--- config.mk ---
export PLATFORM = sky130hd
export DESIGN_NAME = csr_secret_gate
export DESIGN_NICKNAME = d
export VERILOG_FILES = /design/src/rtl/csr_secret_gate.sv
export SDC_FILE = /design/constraint.sdc
export NUM_CORES = 1
export LEC_CHECK = 0
export BUFFER_PORTS_ARGS = -buffer_cell sky130_fd_sc_hd__buf_2
export CELL_PAD_IN_SITES_DETAIL_PLACEMENT = 1
export CELL_PAD_IN_SITES_GLOBAL_PLACEMENT = 1
export CORE_MARGIN = 5
export CORE_UTILIZATION = 30
export CTS_CLUSTER_SIZE = 24
export DETAILED_ROUTE_END_ITERATION = 7
export PLACE_DENSITY = 0.72
export SYNTH_ARGS = -nofsm -noshare
export SYNTH_HDL_FRONTEND = slang
export SYNTH_SLANG_ARGS = --single-unit
--- constraint.sdc ---
create_clock -name clk -period 1.95 [get_ports clk]
set_input_delay 0.39 -clock clk [delete_from_list [all_inputs] [get_ports clk]]
set_output_delay 0.39 -clock clk [all_outputs]
set_load 0.01 [all_outputs]
--- src/rtl/csr_secret_gate.sv ---
module csr_secret_gate #(
  parameter int unsigned ADDR_W  = 14,
  parameter int unsigned SEL_LSB = 10,
  parameter int unsigned BASE    = 5,
  parameter logic [31:0] KEY_A   = 32'h6D3A_91C4,
  parameter logic [31:0] KEY_B   = 32'hB20F_5E87,
  parameter logic [31:0] SECRET  = 32'hC0DE_F00D
) (
  input  logic              clk,
  input  logic              rst,
  input  logic [ADDR_W-1:0] csr_a,
  input  logic              csr_we,
  input  logic [31:0]       csr_di,
  output logic [31:0]       csr_do
);
  localparam int unsigned BLK_W = ADDR_W - SEL_LSB;
  localparam int unsigned OFF_W = SEL_LSB;
  localparam logic [BLK_W-1:0] BASE_V   = BLK_W'(BASE);
  localparam logic [OFF_W-1:0] OFF_PW_A = OFF_W'(0);
  localparam logic [OFF_W-1:0] OFF_PW_B = OFF_W'(1);
  localparam logic [OFF_W-1:0] OFF_SEC  = OFF_W'(2);

  logic [31:0] cand_a, cand_b;
  logic        sel, hit_a, hit_b, hit_sec;
  logic        match_a, match_b, open;

  assign sel     = (csr_a[ADDR_W-1:SEL_LSB] == BASE_V);
  assign hit_a   = sel && (csr_a[OFF_W-1:0] == OFF_PW_A);
  assign hit_b   = sel && (csr_a[OFF_W-1:0] == OFF_PW_B);
  assign hit_sec = sel && (csr_a[OFF_W-1:0] == OFF_SEC);

  assign match_a = (cand_a == KEY_A);
  assign match_b = (cand_b == KEY_B);
  assign open    = match_a & match_b;

  always_ff @(posedge clk) begin
    if (rst) begin
      cand_a <= '0;
      cand_b <= '0;
    end else if (csr_we) begin
      if (hit_a) cand_a <= csr_di;
      if (hit_b) cand_b <= csr_di;
    end
  end

  always_ff @(posedge clk) begin
    if (rst) csr_do <= '0;
    else     csr_do <= hit_sec ? (SECRET & {32{open}}) : 32'd0;
  end

  assert_load_a_R3: assert property (@(posedge clk) disable iff (rst)
    (csr_we && hit_a) |=> (cand_a == $past(csr_di)));
  assert_load_b_R4: assert property (@(posedge clk) disable iff (rst)
    (csr_we && hit_b) |=> (cand_b == $past(csr_di)));
  assert_hold_a_R10: assert property (@(posedge clk) disable iff (rst)
    !(csr_we && hit_a) |=> $stable(cand_a));
  assert_hold_b_R8: assert property (@(posedge clk) disable iff (rst)
    !(csr_we && hit_b) |=> $stable(cand_b));
  assert_release_R5: assert property (@(posedge clk) disable iff (rst)
    (hit_sec && match_a && match_b) |=> (csr_do == SECRET));
  assert_locked_R6: assert property (@(posedge clk) disable iff (rst)
    (hit_sec && !(match_a && match_b)) |=> (csr_do == 32'd0));
  assert_quiet_R7: assert property (@(posedge clk) disable iff (rst)
    !hit_sec |=> (csr_do == 32'd0));
endmodule

### Yosys cells after proc, flatten, opt, wreduce, memory -nomap -nowiden

Index checks and enable logic that the tools add are counted.

| storage, ports and cells | value |
|---|---|
| register bits after elaboration | 82 |
| input port bits | 49 |
| output and inout port bits | 32 |
| logic and storage cells | 18 |

| operators by class | value |
|---|---|
| eq/ne operators | 5 |
| bitwise gates (word level) | 2 |
| reduce and logical (&&, ||, !) cells | 7 |

Operator list:

| cell | count |
|---|---|
| $eq 32x31->1 const B | 1 |
| $eq 32x32->1 const B | 1 |
| $eq 10x1->1 const B | 1 |
| $eq 10x2->1 const B | 1 |
| $logic_not 10->1 | 1 |
| $eq 4x3->1 const B | 1 |
| $reduce_and 2->1 | 2 |
| $logic_and 1x1->1 | 3 |
| $reduce_or 2->1 | 1 |
| $and 1x1->1 | 1 |
| $not 1->1 | 1 |

### Longest topological paths before layout

| logic depth | value |
|---|---|
| word-level depth | 4 |
| mapped depth | 6 |

### Least setup slack after synthesis

No wires, ideal clock.

| timing | value |
|---|---|
| path kind | register -> register |
| start | register cand_b[3] |
| end | register, netlist name csr_do[0] |
| library setup time | 0.088 ns |
| data arrival time | 1.334 ns |
| data required time | 1.862 ns |
| path slack | 0.528 ns |
| cell stages (with the launch flop) | 5 |
| path buffers | 0 |
| period minus slack after synthesis | 1.422 ns |
| path through | dfxtp_1 or4b_4 nor4_2 nand3_1 nor4_2 |

| on the way | value |
|---|---|
| cells in the longest elaborated chain, start to end | 2 |

RTL lines:

| element | line | RTL |
|---|---|---|
| start: declaration | 23 | `logic [31:0] cand_a, cand_b;` |
| start signal: assignment | 42 | `if (hit_b) cand_b <= csr_di;` |
| $eq 32x32->1 | 33 | `assign match_b = (cand_b == KEY_B);` |
| $and 1x1->1 | 34 | `assign open = match_a & match_b;` |

Every way passes these cells.
A chain may end at the register's enable or synchronous reset.

### Worst setup path in the final report

| timing | value |
|---|---|
| start | register cand_b[3] |
| end | register, netlist name csr_do[0] |

| on the way | value |
|---|---|
| cells in the longest elaborated chain, start to end | 2 |

RTL lines:

| element | line |
|---|---|
| $eq 32x32->1 | 33 |
| $and 1x1->1 | 34 |

Every way passes these cells.

==> results.rst <==
.. list-table::
   :header-rows: 1

   * - Metric
     - Value
   * - Routed wire length
     - 7210 um
   * - Worst path most repeated cell
     - sky130_fd_sc_hd__nor4_2
   * - Worst Hold Launch
     - csr_di[12]
   * - Post-Syn Area per Cell
     - 8.06 um2
   * - Largest fanout of any net on the critical path
     - 2
   * - Initial antenna violation count
     - 0
   * - Worst reg-to-reg path cell count
     - 4
   * - Sequential cell area in the final layout
     - 1300 um2
   * - Number of enable flip-flop cells after synthesis
     - 0
   * - CTS Hold Buffers Added
     - 0
   * - Unrepaired setup endpoints after global routing
     - no
   * - Top cell type by total area after synthesis
     - sky130_fd_sc_hd__dfxtp_1
   * - Cell breakdown of the critical path
     - or4b_4 > nor4_2 > nand3_1 > nor4_2
   * - Worst path depth
     - 4
   * - RR Endpoint
     - csr_do[0]$_SDFF_PP0_
   * - Compound-Gate Fraction of Synth Area
     - 11.4%
   * - All-Layer GR Usage
     - 13.2%
   * - Maximum root-to-sink buffer count
     - 2
   * - Setup TNS
     - 0 ns
   * - Remaining antenna violation count
     - 0
   * - Worst setup path category
     - flip-flop to flip-flop
   * - Setup bufs post-CTS
     - 0
   * - Drc violations
     - 0
   * - Static leakage
     - 1.18 nW
   * - Synthesized cell area
     - 2770 um2
   * - Leading post-synthesis cells by instance count
     - sky130_fd_sc_hd__nand2_1, sky130_fd_sc_hd__dfxtp_1, sky130_fd_sc_hd__a21oi_1
   * - Final-report hold violation count
     - 0
   * - Cells after Synth
     - 344
   * - Fraction of synthesized area in multiplexers
     - 0%
   * - Drt wl/cell
     - 14.3 um
   * - Total instance count after detailed placement
     - 488
   * - Total clock sinks
     - 65
   * - Clock transition at the registers of the reported paths
     - 0.07 ns
   * - Wire length of the first global-routing pass
     - 11800 um
   * - Height of the chip
     - 106 um
   * - Horizontal extent of the die
     - 106 um
   * - Worst vdd ir
     - 0.391 mV
   * - Count of inserted antenna diode cells
     - 0
   * - Largest family of logic cells by synthesized area
     - simple AND/OR/NAND/NOR gates
   * - Worst endpoint required time
     - 2.20 ns
   * - Hold Path Class
     - input pin to flip-flop
   * - Ys Warns
     - 0
   * - Final Max Tran Viols
     - 0
   * - Cells resized by post-CTS repair
     - 0
   * - Power density over the cells
     - 806 nW/um2
   * - Root Driver
     - sky130_fd_sc_hd__clkbuf_8
   * - Number of primary I/O pins
     - 81
   * - Vias
     - 2387
   * - Worst-case register-to-register setup slack
     - 0.31 ns
   * - Number of optimization iterations in the first detailed-route pass
     - 4
   * - Synth Register Bits
     - 65
   * - Via count of the first global-routing pass
     - 2450
   * - Port Buffer Count
     - 63
   * - Drt initial violations
     - 76
   * - Yosys top cell area share
     - 46.9%
   * - Result of the run
     - finished, final reports clean
   * - Buffers plus inverters on the worst setup path
     - 0
   * - Family of cells with the greatest summed delay on the critical path
     - simple AND/OR/NAND/NOR gates
   * - Initial Utilization
     - 30.5%
   * - Filler cells
     - 1128
   * - Placeable Area
     - 9110 um2
   * - Pin count of the biggest net entering global routing
     - 40
   * - Count of final setup violators
     - 0
   * - Total die area
     - 11300 um2
   * - Min cycle time layout
     - 1.64 ns
   * - Net count of the finished layout
     - 437
   * - Parity-gate share of the synthesized area counting xor and xnor cells
     - 0%
   * - Cell count of the worst hold path
     - 3
   * - Arrival time at the worst endpoint
     - 1.89 ns
   * - Worst-Skew Late Latency
     - 0.34 ns
   * - Max_cap viols
     - 0
   * - Num CTS Buffers
     - 9
   * - Number of cells in the finished layout apart from fillers
     - 503
   * - Adder-Cell Fraction of Synth Area
     - 0%
   * - Maximum clock frequency
     - 609 MHz
   * - Critical path startpoint category
     - flip-flop
   * - Hold-critical path endpoint
     - cand_a[12]$_SDFFE_PP0P_
   * - CTS tree
     - yes
   * - H-tree level count
     - 3
   * - Via density
     - 4.75
   * - Async set or reset register ratio after synthesis
     - 0%
   * - Most used standard cell by instance count after synthesis
     - sky130_fd_sc_hd__nand2_1
   * - Grt total ovfl
     - 0
   * - CP peak stage delay
     - 0.53 ns
   * - Leading post-synthesis cells by cell area
     - sky130_fd_sc_hd__dfxtp_1, sky130_fd_sc_hd__nand2_1, sky130_fd_sc_hd__a21oi_1
   * - Final weighted congestion in routability-driven placement
     - 0.699
   * - Area of the multi-input gates
     - 1200 um2
   * - HPWL after detailed placement
     - 5170 um
   * - Layout cells sized above 1
     - 22.7%
   * - Most instantiated flip-flop cell in the synthesis netlist
     - sky130_fd_sc_hd__dfxtp_1
   * - Area Overhead vs Synth
     - 16.0%
   * - Register area share after synthesis
     - 46.9%
   * - R2r startpoint
     - cand_b[3]$_SDFFE_PP0P_
   * - Post-synthesis cell type count
     - 24
   * - Count of standard-cell rows
     - 35
   * - Simple-gate area share of the yosys netlist
     - 29.5%
   * - Post-route clock skew
     - 0.00719 ns
   * - Final worst-path cycle share
     - 84.2%
   * - Crit path max-delay cell type
     - sky130_fd_sc_hd__or4b_4
   * - Critical path endpoint category
     - flip-flop
==> placed cells by master (no fill, tap or decap) <==
cell	count
sky130_fd_sc_hd__and4_1	2
sky130_fd_sc_hd__nand2b_1	1
sky130_fd_sc_hd__nor4_2	2
sky130_fd_sc_hd__dfxtp_1	65
sky130_fd_sc_hd__buf_2	63
sky130_fd_sc_hd__nand4_1	4
sky130_fd_sc_hd__a21oi_1	63
sky130_fd_sc_hd__nand3_1	2
sky130_fd_sc_hd__clkbuf_1	1
sky130_fd_sc_hd__nor3b_1	1
sky130_fd_sc_hd__clkbuf_8	11
sky130_fd_sc_hd__nor4b_4	2
sky130_fd_sc_hd__nor4_4	1
sky130_fd_sc_hd__and3b_1	1
sky130_fd_sc_hd__and4b_1	2
sky130_fd_sc_hd__nand4b_1	5
sky130_fd_sc_hd__nand4bb_1	1
sky130_fd_sc_hd__nor4b_1	4
sky130_fd_sc_hd__nand3b_1	2
sky130_fd_sc_hd__buf_12	2
sky130_fd_sc_hd__nor4_1	3
sky130_fd_sc_hd__bufinv_16	1
sky130_fd_sc_hd__clkinv_2	2
sky130_fd_sc_hd__nor4bb_1	1
sky130_fd_sc_hd__nand2_1	128
sky130_fd_sc_hd__or4b_4	1
sky130_fd_sc_hd__conb_1	17
sky130_fd_sc_hd__buf_4	4
==> power breakdown <==
part	internal [mW]	switching (mW)	leakage (nW)
clock	0.649	0.498	0.102
combinational	0.0453	0.0743	0.554
sequential	1.33	0.0000197	0.523
==> layout make-up <==
cell class | instances | share of cell area, %
tap | 111 | 4.32
sequential | 65 | 40.5
clock buffer | 12 | 4.82
multi-input combinational | 243 | 37.2
timing repair buffer | 69 | 12.0
clock inverter | 3 | 1.24
==> registers in the layout (all words and copies together) (netlist names) <==
signal and count:
cand_a 32, cand_b 32, csr_do 1
==> per-layer routing <==
metal | global-route usage [%] | share of wire [%]
met5 | 0 | 0
met4 | 5.64 | 2.1
met3 | 4.37 | 6.5
met2 | 21.8 | 46
met1 | 15.5 | 45
==> stage by stage <==
step	worst slack (ns)	power, mW	area [um2]	utilization [%]	hold slack, ns
global route	0.176	2.70	3220	35.3	0.290
finish	0.307	2.59	3220	35.3	0.296
floorplan	0.528	1.42	2830	-	0.427
CTS	0.276	2.62	3220	35.3	0.287
detailed placement	0.247	1.48	3020	33.2	0.442
global placement	0.305	1.48	3020	33.2	0.433
==> cell families (layout without fill, tap and decap cells) <==
group                  count (synthesis)  after routing
buffers and inverters                 52             84
DFF                                   65             65
other                                  1             17
and+or+nand+nor                      163            163
AOI/OAI and AO/OA                     63             63
==> worst max path at each step <==
stage                      startpoint                      end  slack [ns]
2_1_floorplan  cand_b[3]$_SDFFE_PP0P_     csr_do[0]$_SDFF_PP0_        0.53
3_3_place_gp                 csr_a[4]  cand_a[10]$_SDFFE_PP0P_        0.30
3_5_place_dp                 csr_a[4]  cand_a[26]$_SDFFE_PP0P_        0.25
4_1_cts        cand_b[3]$_SDFFE_PP0P_     csr_do[0]$_SDFF_PP0_        0.28
5_1_grt        cand_b[3]$_SDFFE_PP0P_     csr_do[0]$_SDFF_PP0_        0.18
6_report       cand_b[3]$_SDFFE_PP0P_     csr_do[0]$_SDFF_PP0_        0.31
==> worst register-to-register path: stages, from the launching register on <==
cell	delay, ns
sky130_fd_sc_hd__dfxtp_1	0.32
sky130_fd_sc_hd__or4b_4	0.53
sky130_fd_sc_hd__nor4_2	0.24
sky130_fd_sc_hd__nand3_1	0.15
sky130_fd_sc_hd__nor4_2	0.30
Note: power is estimated with default switching activity, not from simulation.
